`src/rtl/trx_tx_pkg.sv`:
```
package trx_tx_pkg;

  typedef enum logic [4:0] {
    RS_BUSY_TX = 5'h02,
    RS_TRX_OFF = 5'h08,
    RS_PLL_ON  = 5'h09,
    RS_ARET_ON = 5'h19
  } radio_state_t;

  localparam logic [7:0] CMD_TX_START = 8'h02;
  localparam logic [7:0] CMD_TRX_OFF  = 8'h08;
  localparam logic [7:0] CMD_PLL_ON   = 8'h09;
  localparam logic [7:0] CMD_ARET_ON  = 8'h19;

  localparam logic [5:0] ADDR_STATE = 6'h02;
  localparam logic [5:0] ADDR_IRQ   = 6'h0F;

  localparam int IRQ_BIT_END = 3;
  localparam int IRQ_BIT_UR  = 6;

  // Frame length carried by the length byte (top bit ignored).
  function automatic logic [6:0] phr_length(input logic [7:0] b);
    return 7'(b & 8'h7F);
  endfunction

  // Transmit-ready states that accept a start request.
  function automatic logic is_ready(input radio_state_t s);
    return (s == RS_PLL_ON) || (s == RS_ARET_ON);
  endfunction

  // A byte index is available when the host has written past it.
  function automatic logic byte_present(input int wr_count, input int idx);
    return wr_count > idx;
  endfunction

  // True when the payload byte at idx is the final one of the frame.
  function automatic logic is_last_payload(input int idx, input int len);
    return idx == len;
  endfunction

endpackage

```
`src/rtl/trx_fb_store.sv`:
```
module trx_fb_store #(
  parameter int ADDR_W = 7
) (
  input  logic              clk,
  input  logic              rst_n,
  input  logic              wr_en,
  input  logic              wr_first,
  input  logic [7:0]        wr_data,
  input  logic [ADDR_W-1:0] rd_addr,
  output logic [7:0]        rd_data,
  output logic [ADDR_W:0]   wr_cnt
);
  localparam int DEPTH = 1 << ADDR_W;

  logic [7:0] mem [DEPTH];

  // Write pointer; restarts on the first byte of a new frame.
  always_ff @(posedge clk or negedge rst_n) begin
    if (!rst_n) begin
      wr_cnt <= '0;
    end else if (wr_en) begin
      if (wr_first) begin
        wr_cnt <= (ADDR_W+1)'(1);
      end else if (wr_cnt < (ADDR_W+1)'(DEPTH)) begin
        wr_cnt <= wr_cnt + 1'b1;
      end
    end
  end

  always_ff @(posedge clk) begin
    if (wr_en) begin
      if (wr_first) begin
        mem[0] <= wr_data;
      end else if (wr_cnt < (ADDR_W+1)'(DEPTH)) begin
        mem[wr_cnt[ADDR_W-1:0]] <= wr_data;
      end
    end
  end

  assign rd_data = mem[rd_addr];

endmodule

```
`src/rtl/trx_host_regs.sv`:
```
module trx_host_regs
  import trx_tx_pkg::*;
(
  input  logic         clk,
  input  logic         rst_n,
  input  logic         tx_strobe,
  input  logic         reg_wr_en,
  input  logic         reg_rd_en,
  input  logic [5:0]   reg_addr,
  input  logic [7:0]   reg_wdata,
  input  radio_state_t state,
  input  logic         ev_end,
  input  logic         ev_ur,
  output logic         start_req,
  output logic         cmd_valid,
  output logic [7:0]   cmd_code,
  output logic         stat_rd,
  output logic [7:0]   reg_rdata,
  output logic         irq
);
  logic       strobe_q;
  logic [7:0] pending_q;
  logic [7:0] new_ev;

  always_ff @(posedge clk or negedge rst_n) begin
    if (!rst_n) strobe_q <= 1'b0;
    else        strobe_q <= tx_strobe;
  end

  always_comb begin
    cmd_valid = reg_wr_en && (reg_addr == ADDR_STATE);
    cmd_code  = reg_wdata;
    start_req = (tx_strobe && !strobe_q) || (cmd_valid && (reg_wdata == CMD_TX_START));
    stat_rd   = reg_rd_en && (reg_addr == ADDR_IRQ);
    new_ev    = '0;
    new_ev[IRQ_BIT_END] = ev_end;
    new_ev[IRQ_BIT_UR]  = ev_ur;
  end

  // A read clears what was pending before; events of this cycle survive.
  always_ff @(posedge clk or negedge rst_n) begin
    if (!rst_n) pending_q <= '0;
    else        pending_q <= (stat_rd ? 8'h00 : pending_q) | new_ev;
  end

  always_comb begin
    case (reg_addr)
      ADDR_IRQ:   reg_rdata = pending_q;
      ADDR_STATE: reg_rdata = {3'b000, state};
      default:    reg_rdata = 8'h00;
    endcase
  end

  assign irq = |pending_q;

endmodule

```
`src/rtl/trx_tx_fsm.sv`:
```
module trx_tx_fsm
  import trx_tx_pkg::*;
#(
  parameter int ADDR_W       = 7,
  parameter int SETTLE_TICKS = 16,
  parameter int HDR_TICKS    = 160,
  parameter int BYTE_TICKS   = 32
) (
  input  logic              clk,
  input  logic              rst_n,
  input  logic              tick_us,
  input  logic              start_req,
  input  logic              cmd_valid,
  input  logic [7:0]        cmd_code,
  input  logic [ADDR_W:0]   wr_cnt,
  input  logic [7:0]        rd_data,
  output logic [ADDR_W-1:0] rd_addr,
  output radio_state_t      state,
  output logic              accept,
  output logic              hdr_phase,
  output logic              ev_end,
  output logic              ev_ur,
  output logic              tx_byte_valid,
  output logic [7:0]        tx_byte
);
  localparam int WIN_TICKS = SETTLE_TICKS + HDR_TICKS;
  localparam int CNT_MAX   = (WIN_TICKS > BYTE_TICKS) ? WIN_TICKS : BYTE_TICKS;
  localparam int CNT_W     = $clog2(CNT_MAX + 1);

  radio_state_t    state_q, origin_q;
  logic            hdr_q;
  logic [CNT_W-1:0] cnt_q, lim;
  logic [ADDR_W:0] idx_q;
  logic [6:0]      len_q;
  logic            cnt_last, need, have, emit, last;

  always_comb begin
    lim      = hdr_q ? CNT_W'(WIN_TICKS - 1) : CNT_W'(BYTE_TICKS - 1);
    cnt_last = tick_us && (cnt_q == lim);
    need     = (state_q == RS_BUSY_TX) && cnt_last;
    have     = byte_present(int'(wr_cnt), int'(idx_q));
    emit     = need && have;
    last     = hdr_q ? (phr_length(rd_data) == 7'd0)
                     : is_last_payload(int'(idx_q), int'(len_q));
    ev_ur    = need && !have;
    ev_end   = emit && last;
    accept   = start_req && is_ready(state_q);
  end

  always_ff @(posedge clk or negedge rst_n) begin
    if (!rst_n) begin
      state_q       <= RS_TRX_OFF;
      origin_q      <= RS_PLL_ON;
      hdr_q         <= 1'b0;
      cnt_q         <= '0;
      idx_q         <= '0;
      len_q         <= '0;
      tx_byte_valid <= 1'b0;
      tx_byte       <= '0;
    end else begin
      tx_byte_valid <= 1'b0;
      if (accept) begin
        state_q  <= RS_BUSY_TX;
        origin_q <= state_q;
        hdr_q    <= 1'b1;
        cnt_q    <= '0;
        idx_q    <= '0;
      end else if (state_q == RS_BUSY_TX) begin
        if (tick_us) begin
          cnt_q <= cnt_last ? '0 : cnt_q + 1'b1;
        end
        if (ev_ur) begin
          state_q <= RS_PLL_ON;
        end
        if (emit) begin
          tx_byte_valid <= 1'b1;
          tx_byte       <= rd_data;
          idx_q         <= idx_q + 1'b1;
          if (hdr_q) begin
            len_q <= phr_length(rd_data);
            hdr_q <= 1'b0;
          end
          if (last) begin
            state_q <= origin_q;
          end
        end
      end else if (cmd_valid) begin
        case (cmd_code)
          CMD_PLL_ON:  state_q <= RS_PLL_ON;
          CMD_ARET_ON: state_q <= RS_ARET_ON;
          CMD_TRX_OFF: state_q <= RS_TRX_OFF;
          default:     state_q <= state_q;
        endcase
      end
    end
  end

  assign rd_addr   = idx_q[ADDR_W-1:0];
  assign state     = state_q;
  assign hdr_phase = hdr_q;

endmodule

```
`src/rtl/trx_tx_seq.sv`:
```
module trx_tx_seq
  import trx_tx_pkg::*;
#(
  parameter int ADDR_W       = 7,
  parameter int SETTLE_TICKS = 16,
  parameter int HDR_TICKS    = 160,
  parameter int BYTE_TICKS   = 32
) (
  input  logic       clk,
  input  logic       rst_n,
  input  logic       tick_us,
  input  logic       tx_strobe,
  input  logic       fb_wr_en,
  input  logic       fb_wr_first,
  input  logic [7:0] fb_wr_data,
  input  logic       reg_wr_en,
  input  logic       reg_rd_en,
  input  logic [5:0] reg_addr,
  input  logic [7:0] reg_wdata,
  output logic [7:0] reg_rdata,
  output logic       irq,
  output logic       tx_byte_valid,
  output logic [7:0] tx_byte
);
  // Named internal events, brought out for the checker.
  radio_state_t      state_w;
  logic              start_req_w, cmd_valid_w, stat_rd_w;
  logic [7:0]        cmd_code_w;
  logic              accept_w, hdr_w, ev_end_w, ev_ur_w;
  logic [ADDR_W:0]   wr_cnt_w;
  logic [ADDR_W-1:0] rd_addr_w;
  logic [7:0]        rd_data_w;

  trx_fb_store #(.ADDR_W(ADDR_W)) u_store (
    .clk      (clk),
    .rst_n    (rst_n),
    .wr_en    (fb_wr_en),
    .wr_first (fb_wr_first),
    .wr_data  (fb_wr_data),
    .rd_addr  (rd_addr_w),
    .rd_data  (rd_data_w),
    .wr_cnt   (wr_cnt_w)
  );

  trx_host_regs u_regs (
    .clk       (clk),
    .rst_n     (rst_n),
    .tx_strobe (tx_strobe),
    .reg_wr_en (reg_wr_en),
    .reg_rd_en (reg_rd_en),
    .reg_addr  (reg_addr),
    .reg_wdata (reg_wdata),
    .state     (state_w),
    .ev_end    (ev_end_w),
    .ev_ur     (ev_ur_w),
    .start_req (start_req_w),
    .cmd_valid (cmd_valid_w),
    .cmd_code  (cmd_code_w),
    .stat_rd   (stat_rd_w),
    .reg_rdata (reg_rdata),
    .irq       (irq)
  );

  trx_tx_fsm #(
    .ADDR_W       (ADDR_W),
    .SETTLE_TICKS (SETTLE_TICKS),
    .HDR_TICKS    (HDR_TICKS),
    .BYTE_TICKS   (BYTE_TICKS)
  ) u_fsm (
    .clk           (clk),
    .rst_n         (rst_n),
    .tick_us       (tick_us),
    .start_req     (start_req_w),
    .cmd_valid     (cmd_valid_w),
    .cmd_code      (cmd_code_w),
    .wr_cnt        (wr_cnt_w),
    .rd_data       (rd_data_w),
    .rd_addr       (rd_addr_w),
    .state         (state_w),
    .accept        (accept_w),
    .hdr_phase     (hdr_w),
    .ev_end        (ev_end_w),
    .ev_ur         (ev_ur_w),
    .tx_byte_valid (tx_byte_valid),
    .tx_byte       (tx_byte)
  );

endmodule

```
`config.mk`:
```
export PLATFORM = sky130hd
export DESIGN_NAME = trx_tx_seq
export DESIGN_NICKNAME = d
export VERILOG_FILES = /design/src/rtl/trx_tx_pkg.sv /design/src/rtl/trx_fb_store.sv /design/src/rtl/trx_host_regs.sv /design/src/rtl/trx_tx_fsm.sv /design/src/rtl/trx_tx_seq.sv
export SDC_FILE = /design/constraint.sdc
export NUM_CORES = 1
export LEC_CHECK = 0
export ABC_CLOCK_PERIOD_IN_PS = 7900
export BUFFER_PORTS_ARGS = -buffer_cell sky130_fd_sc_hd__buf_2
export CAP_MARGIN = 20
export CORE_ASPECT_RATIO = 0.8
export CORE_MARGIN = 2
export CORE_UTILIZATION = 60
export CTS_CLUSTER_DIAMETER = 60
export DETAILED_ROUTE_END_ITERATION = 16
export PLACE_DENSITY = 0.77
export SYNTH_ARGS = -nofsm -noshare
export SYNTH_HDL_FRONTEND = slang
export SYNTH_SLANG_ARGS = --single-unit
```
`constraint.sdc`:
```
create_clock -name clk -period 7.9 [get_ports clk]
set_input_delay 1.185 -clock clk [delete_from_list [all_inputs] [get_ports clk]]
set_output_delay 1.185 -clock clk [all_outputs]
set_load 0.01 [all_outputs]
```
## Word level (Yosys, flattened, before mapping)

Memory sizes are Yosys's and may differ from the RTL's.
Cells that the tools add are included.
W data, S select, Z words.

- $lt $le $gt $ge: 2
- Muxes and demuxes: 36
- $add $sub $neg: 3
- Bitwise logic cells: 2
- Eq/ne operators: 11
- Reductions and logical operators: 29

Operator list:

| kind | number |
|---|---|
| $mux W8 | 12 |
| $mux W5 | 6 |
| $add A8 B1 Y8 const B | 3 |
| $eq A8 B4 Y1 const B | 2 |
| $eq A8 B8 Y1 | 2 |
| $pmux W8 S2 | 1 |
| $reduce_or A8 Y1 | 2 |
| $mux W1 | 15 |
| $pmux W5 S3 | 1 |
| $logic_and A1 B1 Y1 | 10 |
| $eq A8 B2 Y1 const B | 1 |
| $eq A8 B5 Y1 const B | 1 |
| $gt A8 B8 Y1 | 1 |
| $lt A8 B8 Y1 const B | 1 |
| $or A8 B7 Y8 | 1 |
| $reduce_and A2 Y1 | 4 |
| $reduce_bool A2 Y1 | 4 |
| $logic_not A7 Y1 | 1 |
| $mux W7 | 1 |
| $eq A6 B2 Y1 const B | 1 |
| $eq A6 B4 Y1 const B | 1 |
| $eq A5 B2 Y1 const B | 1 |
| $eq A5 B4 Y1 const B | 1 |
| $eq A5 B5 Y1 const B | 1 |
| other kinds (7) | 9 |

- Memories kept: 1
- Memory bits (writable): 1024
- Flip-flop bits (word level): 60
- Output and inout bits: 18

Memories:

| name | depth | bits a word | rd ports | clocked after memory_dff | wr ports | line | text |
|---|---|---|---|---|---|---|---|
| u_store.mem | 128 | 8 | 1 | 0 | 1 | trx_fb_store.sv:15 | `logic [7:0] mem [DEPTH];` |

## Longest topological paths before layout

- Word-level depth: 10
- Mapped depth: 16
- Mapped depth without buffers: 11

## Hierarchy

Synthesis repeated with hierarchy kept, for this count alone.

- Cell total of the unflattened synthesis: 1933
- Area, all modules: 42605.9 µm²

Modules (own cells, without submodules):

| module | cells an instance | sequential area each (µm²) | area an instance (µm²) | times used |
|---|---|---|---|---|
| trx_fb_store | 1669 | 30949.7 | 39902.0 | 1 |
| trx_tx_fsm | 230 | 1079.8 | 2382.3 | 1 |
| trx_host_regs | 34 | 75.1 | 321.6 | 1 |

## Worst setup path after synthesis

OpenSTA, ideal clock, no wires.

- Path type: register to register
- Start: register u_fsm.idx_q[1]
- End: register u_fsm.tx_byte[7]
- Path slack: 4393 ps
- Cell stages (with the launch flop): 12
- Data arrival time: 3366 ps
- Setup time: 140 ps
- Period minus slack after synthesis: 3507 ps
- Path buffers: 6
- Cell sequence: dfrtp_1 buf_2 buf_4 buf_2 buf_1 buf_1 clkbuf_1 mux4_2 mux4_2 mux4_2 nand2_1 a31oi_1

- Word-level cells in the longest chain between the ends: 3
- Elaborated cells between the ends (all ways): 4
- Classes of those cells: order compare (1); reduce/logical (2); memory (1)

RTL lines:

| what | line | text |
|---|---|---|
| start, declared | trx_tx_fsm.sv:33 | `logic [ADDR_W:0] idx_q;` |
| start signal, assigned | trx_tx_fsm.sv:78 | `idx_q <= idx_q + 1'b1;` |
| parallel branches: the longest is 3 deep, another holds $mem_v2 Z128 W8 | - |  |
| end signal, assigned | trx_tx_fsm.sv:77 | `tx_byte <= rd_data;` |
| end, declared | trx_tx_fsm.sv:24 | `output logic [7:0] tx_byte` |

Several ways; the timed one is not identified.
A chain may end at the register's enable or synchronous reset.

## Final worst setup path

- Start: register u_fsm.idx_q[0]
- End: register u_fsm.state_q[1], in the netlist u_fsm.state[1]

- Word-level cells in the longest chain between the ends: 8
- Elaborated cells between the ends (all ways): 13
- Classes of those cells: order compare (1); eq/ne (1); mux (6); reduce/logical (4); memory (1)

RTL lines:

| what | line | text |
|---|---|---|
| parallel branches: the longest is 5 deep, another holds $mem_v2 Z128 W8 | - |  |
| $mux W5 (*) | trx_tx_fsm.sv:75 | `if (emit) begin` |
| $mux W5 (*) | trx_tx_fsm.sv:68 | `end else if (state_q == RS_BUSY_TX) begin` |
| $mux W5 (*) | trx_tx_fsm.sv:62 | `if (accept) begin` |
| end signal, assigned | trx_tx_fsm.sv:84 | `state_q <= origin_q;` |
| end signal, assigned | trx_tx_fsm.sv:92 | `default: state_q <= state_q;` |
| end, declared | trx_tx_fsm.sv:30 | `radio_state_t state_q, origin_q;` |

Every way passes the cells marked *.

==> reports/metrics.sh <==
SYNTH_LARGEST_AREA_CELL='sky130_fd_sc_hd__edfxtp_1'
GRT_PASS1_VIAS=21900
POSTROUTEWIRELENGTH_UM=101000
POSTCTSSETUPBUFFERS=0
DRIVE_ABOVE_1_SHARE_PCT=23.5
TIMING.CRITICAL_PATH.MODE_CELL='sky130_fd_sc_hd__a21oi_1'
GRT_PASS1_WL_UM=149000
SYNTH_TOP_CELLS_BY_COUNT='sky130_fd_sc_hd__edfxtp_1 (1024), sky130_fd_sc_hd__mux4_2 (253), sky130_fd_sc_hd__nor2_1 (167), sky130_fd_sc_hd__nand2_1 (90), sky130_fd_sc_hd__clkbuf_1 (54)'
SYNTH_CELLS=2124
FINALHOLDWORSTSLACK_NS=0.494
DPL_WORST_SLACK_NS=2.38
TOTALNEGATIVESETUPSLACK_NS=0
ANTENNA_FOUND_INITIAL=3
MAX_CLK_RATE_MHz=177
BIGGEST_AREA_CONTRIBUTORS_IN_THE_SYNTHESIZED_NETLIST='sky130_fd_sc_hd__edfxtp_1 (72%), sky130_fd_sc_hd__mux4_2 (13%), sky130_fd_sc_hd__dfrtp_1 (3.0%), sky130_fd_sc_hd__nor2_1 (1.5%), sky130_fd_sc_hd__mux2_2 (0.95%)'
GRT_START_MAX_NET_PINS=98
SYNTH.DISTINCT_CELLS=71
CLOCK_LATENCY_NS=0.67
CORE_ROWS=87
DRT_PASS1_ITERATIONS=9
PLACE_CONGESTION=0.914
IO-PIN-COUNT=48
GRT_UTIL_MET2_PCT=41.1
MAX_CAP_VIOL_COUNT=0
START_UTIL_PCT=60.5
CTS_TREE='yes'
STARTPOINT_TYPE='flop'
YS_WARN_COUNT=0
FINAL_DESIGN_AREA_NO_FILL_UM2=47000
ROUTE.ANTENNA.REMAINING_NETS=0
YOSYSMOSTFREQUENTCELL='sky130_fd_sc_hd__edfxtp_1'
FINALMAXSLEWVIOLATIONS=0
REG2REGPATHDEPTH=10
SYNTH_SEQ_CELLS=1078
MET3_USAGE_PCT=7.52
CTS_BUFFERS=98
SYN_AREA_UM2=42500
TIMING.SETUP.CRITICAL_PATH_CLASS='flop to flop'
CP_SLOWEST_STAGE_DELAY_NS=1.04
WL_PER_CELL_UM=31.6
PLACE.DETAILED.HPWL_UM=60700
SYNTH_FLOP_CELL='sky130_fd_sc_hd__edfxtp_1'
MAX-SLEW-MARGIN-REL_PCT=21.3
TIMING.CRITICAL_PATH.CELLS='buf_4, mux4_2, a221oi_1, a21oi_1, a2111oi_0, a21oi_1, nor4_2, a21oi_1, or4b_1, a31o_1'
FP.COREAREA_UM2=70200
FILLCELLCOUNT=4392
NUMBER_OF_DRC_VIOLATIONS_AFTER_DETAILED_ROUTING=0
POWER_LEAKAGE_nW=14.9
CTS_HOLD_REPAIR.BUFFERS=0
GRT_OVERFLOW_TOTAL=0
POST_SYNTH.CELL_AREA_AVG_UM2=20.0
HOLD_PATH_STARTPOINT='u_fsm.origin_q[0]'
FIN_WS_NS=2.24
FINAL.MIN_CLOCK_PERIOD_NS=5.66
WORST-R2R-SETUP-SLACK_NS=2.24
GRT.BUSIEST_LAYER='met1'
AREA_GROWTH_FROM_SYNTHESIS_TO_LAYOUT_PCT=10.6
CLKTRANSATPATHREGS_NS=0.06
FINALCRITPERIODSHARE_PCT=71.7
SOURCE_OF_THE_CRITICAL_TIMING_PATH='u_fsm.idx_q[0]'
TIMING.CRITICAL_PATH.FANOUT_MAX=43
DETAILROUTE.VIA_COUNT=22000
DIE_Y_UM=242
GRTUSAGEMET1_PCT=43.2
FINALHOLDVIOLATIONS=0
NETS=2234
ROUTED_VIA_DENSITY=6.87
DR.FIRST_ITER.DRC_COUNT=3048
CRITICAL_PATH.REG2REG.ENDPOINT='u_fsm.state[1]'
FINAL-SETUP-VIOL-COUNT=0
WORST_PIN_SLEW_NS=1.15
HOLDPATHEND='u_fsm.origin_q[0]'
NUMBER_OF_FLOPS_MAPPED_TO_ENABLE_CELLS_BY_YOSYS=1024
FP.DIEAREA_UM2=72900
CRITPATHREQUIREDTIME_NS=8.44
REG2REG_FROM='u_fsm.idx_q[0]'
TIMING.CRITICAL_PATH.TO_TYPE='flop'
WORSTHOLDPATHTYPE='flop to flop'
CLOCKROOTBUFFER='sky130_fd_sc_hd__clkbuf_16'
DIE_WIDTH_UM=301
MAX-VDD-IR-DROP_V=0.000249
YS_ASYNC_SR_FRACTION_PCT=5.01
CTSRESIZECOUNT=0
OUTCOME='complete, no violations'
FINALCLOCKSKEW_NS=0.0244
MIN_DELAY_PATH_DEPTH=1
UNREPAIRED_SETUP_ENDPOINTS_AFTER_GLOBAL_ROUTING='no'
GLOBAL_ROUTER_S_OVERALL_RESOURCE_USAGE_PCT=28.3
SEQ_AREA_FRAC_SYNTH_PCT=75.6
POWERDENSITY_nW_PER_UM2=241
CELL_WITH_THE_LARGEST_STAGE_DELAY_ON_THE_WORST_PATH='sky130_fd_sc_hd__a2111oi_0'
H-TREE-DEPTH=3
NUM_ANTENNA_CELLS=0
DPL-INSTANCE-AREA_UM2=43700
SYNTH_TOP_AREA_SHARE_PCT=72.4
PLACE.PORT_BUFFERS=45
NUMCLOCKSINKS=1078
CLK_PATH_BUF_DEPTH=3
TIMING.CRITICAL_PATH.ARRIVAL_NS=6.20
## area by class of cell
class	count	area [um^2]	area share, %
clock buffers	128	2700	5.75
clock inverters	52	571	1.21
inverters	16	60.1	0.128
multi-input cells	916	9780	20.8
flip-flops and latches	1078	32100	68.4
well taps	934	1170	2.49
repair buffers	83	581	1.24
## metal layers
metal / up-vias / routed length (um)
li1: 8840 / -
met1: 11400 / 39900
met2: 1562 / 46000
met5: - / 16
met4: 4 / 2580
met3: 197 / 12900
## cell families after synthesis
family / count (synthesis) / synth area share (%)
buffers and inverters: 131 / 1.47
adders and majority gates: 11 / 0.324
AOI/OAI and AO/OA: 188 / 2.99
xor gates and xnor gates: 14 / 0.289
other: 1 / 0.00883
and+or+nand+nor: 373 / 4.01
muxes: 328 / 15.3
DFF: 1078 / 75.6
## worst max path at each step
stage / endpoint / slack, ns / cells after the start
global route: u_fsm.state[1] / 2.11 / 10
detailed placement: u_fsm.state[1] / 2.38 / 10
global placement: u_fsm.state[1] / 2.49 / 10
finish: u_fsm.state[1] / 2.24 / 10
CTS: u_fsm.state[1] / 2.34 / 10
floorplan: u_fsm.tx_byte[7] / 4.39 / 11
## state kept, by name (all words and copies together) (netlist names), 2 cells and up
signal	count
u_regs.pending_q	2
u_store.wr_cnt	8
u_fsm.idx_q	8
u_fsm.cnt_q	8
u_fsm.state	5
u_fsm.len_q	7
u_fsm.origin_q	5
u_store.mem	1024
u_fsm.tx_byte	8
## through the flow
stage	power [W]	std cells	util, %
2_1_floorplan	0.00644	2125	-
3_3_place_gp	0.00656	3025	62.2
3_5_place_dp	0.00657	3025	62.2
4_1_cts	0.0113	3205	66.9
5_1_grt	0.0116	3207	66.9
6_report	0.0113	3207	66.9
## critical path: cells and delay by family (launching register included)
family                 cells  cell delay (ns)
buffers and inverters      1             0.63
AND/OR/NAND/NOR            2             0.90
multiplexers               1             0.60
AO/OA/AOI/OAI              6             2.35
flip-flops                 1             1.03
## placed cells by master (no fill, tap or decap), types with 6 or more instances in the layout
cell                        Yosys  layout
sky130_fd_sc_hd__edfxtp_1    1024    1024
sky130_fd_sc_hd__mux4_2       253     253
sky130_fd_sc_hd__nor2_1       167     167
sky130_fd_sc_hd__clkbuf_16      0     102
sky130_fd_sc_hd__nand2_1       90      90
sky130_fd_sc_hd__a22oi_1       50      50
sky130_fd_sc_hd__dfrtp_1       51      48
sky130_fd_sc_hd__o21ai_0       43      42
sky130_fd_sc_hd__buf_4          9      41
sky130_fd_sc_hd__mux2i_1       39      39
sky130_fd_sc_hd__buf_2         23      37
sky130_fd_sc_hd__mux2_2        36      36
sky130_fd_sc_hd__nand3_1       34      31
sky130_fd_sc_hd__a21oi_1       27      27
sky130_fd_sc_hd__clkbuf_1      54      21
sky130_fd_sc_hd__clkinv_1       1      18
sky130_fd_sc_hd__clkinv_2       0      14
sky130_fd_sc_hd__inv_1         12      12
sky130_fd_sc_hd__bufinv_16      0      12
sky130_fd_sc_hd__and2_1        11      11
sky130_fd_sc_hd__nand4_1       11      11
sky130_fd_sc_hd__xnor2_1       11      11
sky130_fd_sc_hd__ha_1          11      11
sky130_fd_sc_hd__nor2b_1       10      10
sky130_fd_sc_hd__nand2b_1       8       8
sky130_fd_sc_hd__nor3_1         8       8
sky130_fd_sc_hd__a22o_1         7       7
sky130_fd_sc_hd__o211ai_1       7       7
sky130_fd_sc_hd__a221oi_1       6       6
## power breakdown
part	switching (W)	leakage [nW]	internal [W]
combinational	0.000146	3.44	0.0000254
clock	0.00206	1.59	0.00280
sequential	0.0000153	9.90	0.00627
(Power assumes the default switching activity.)
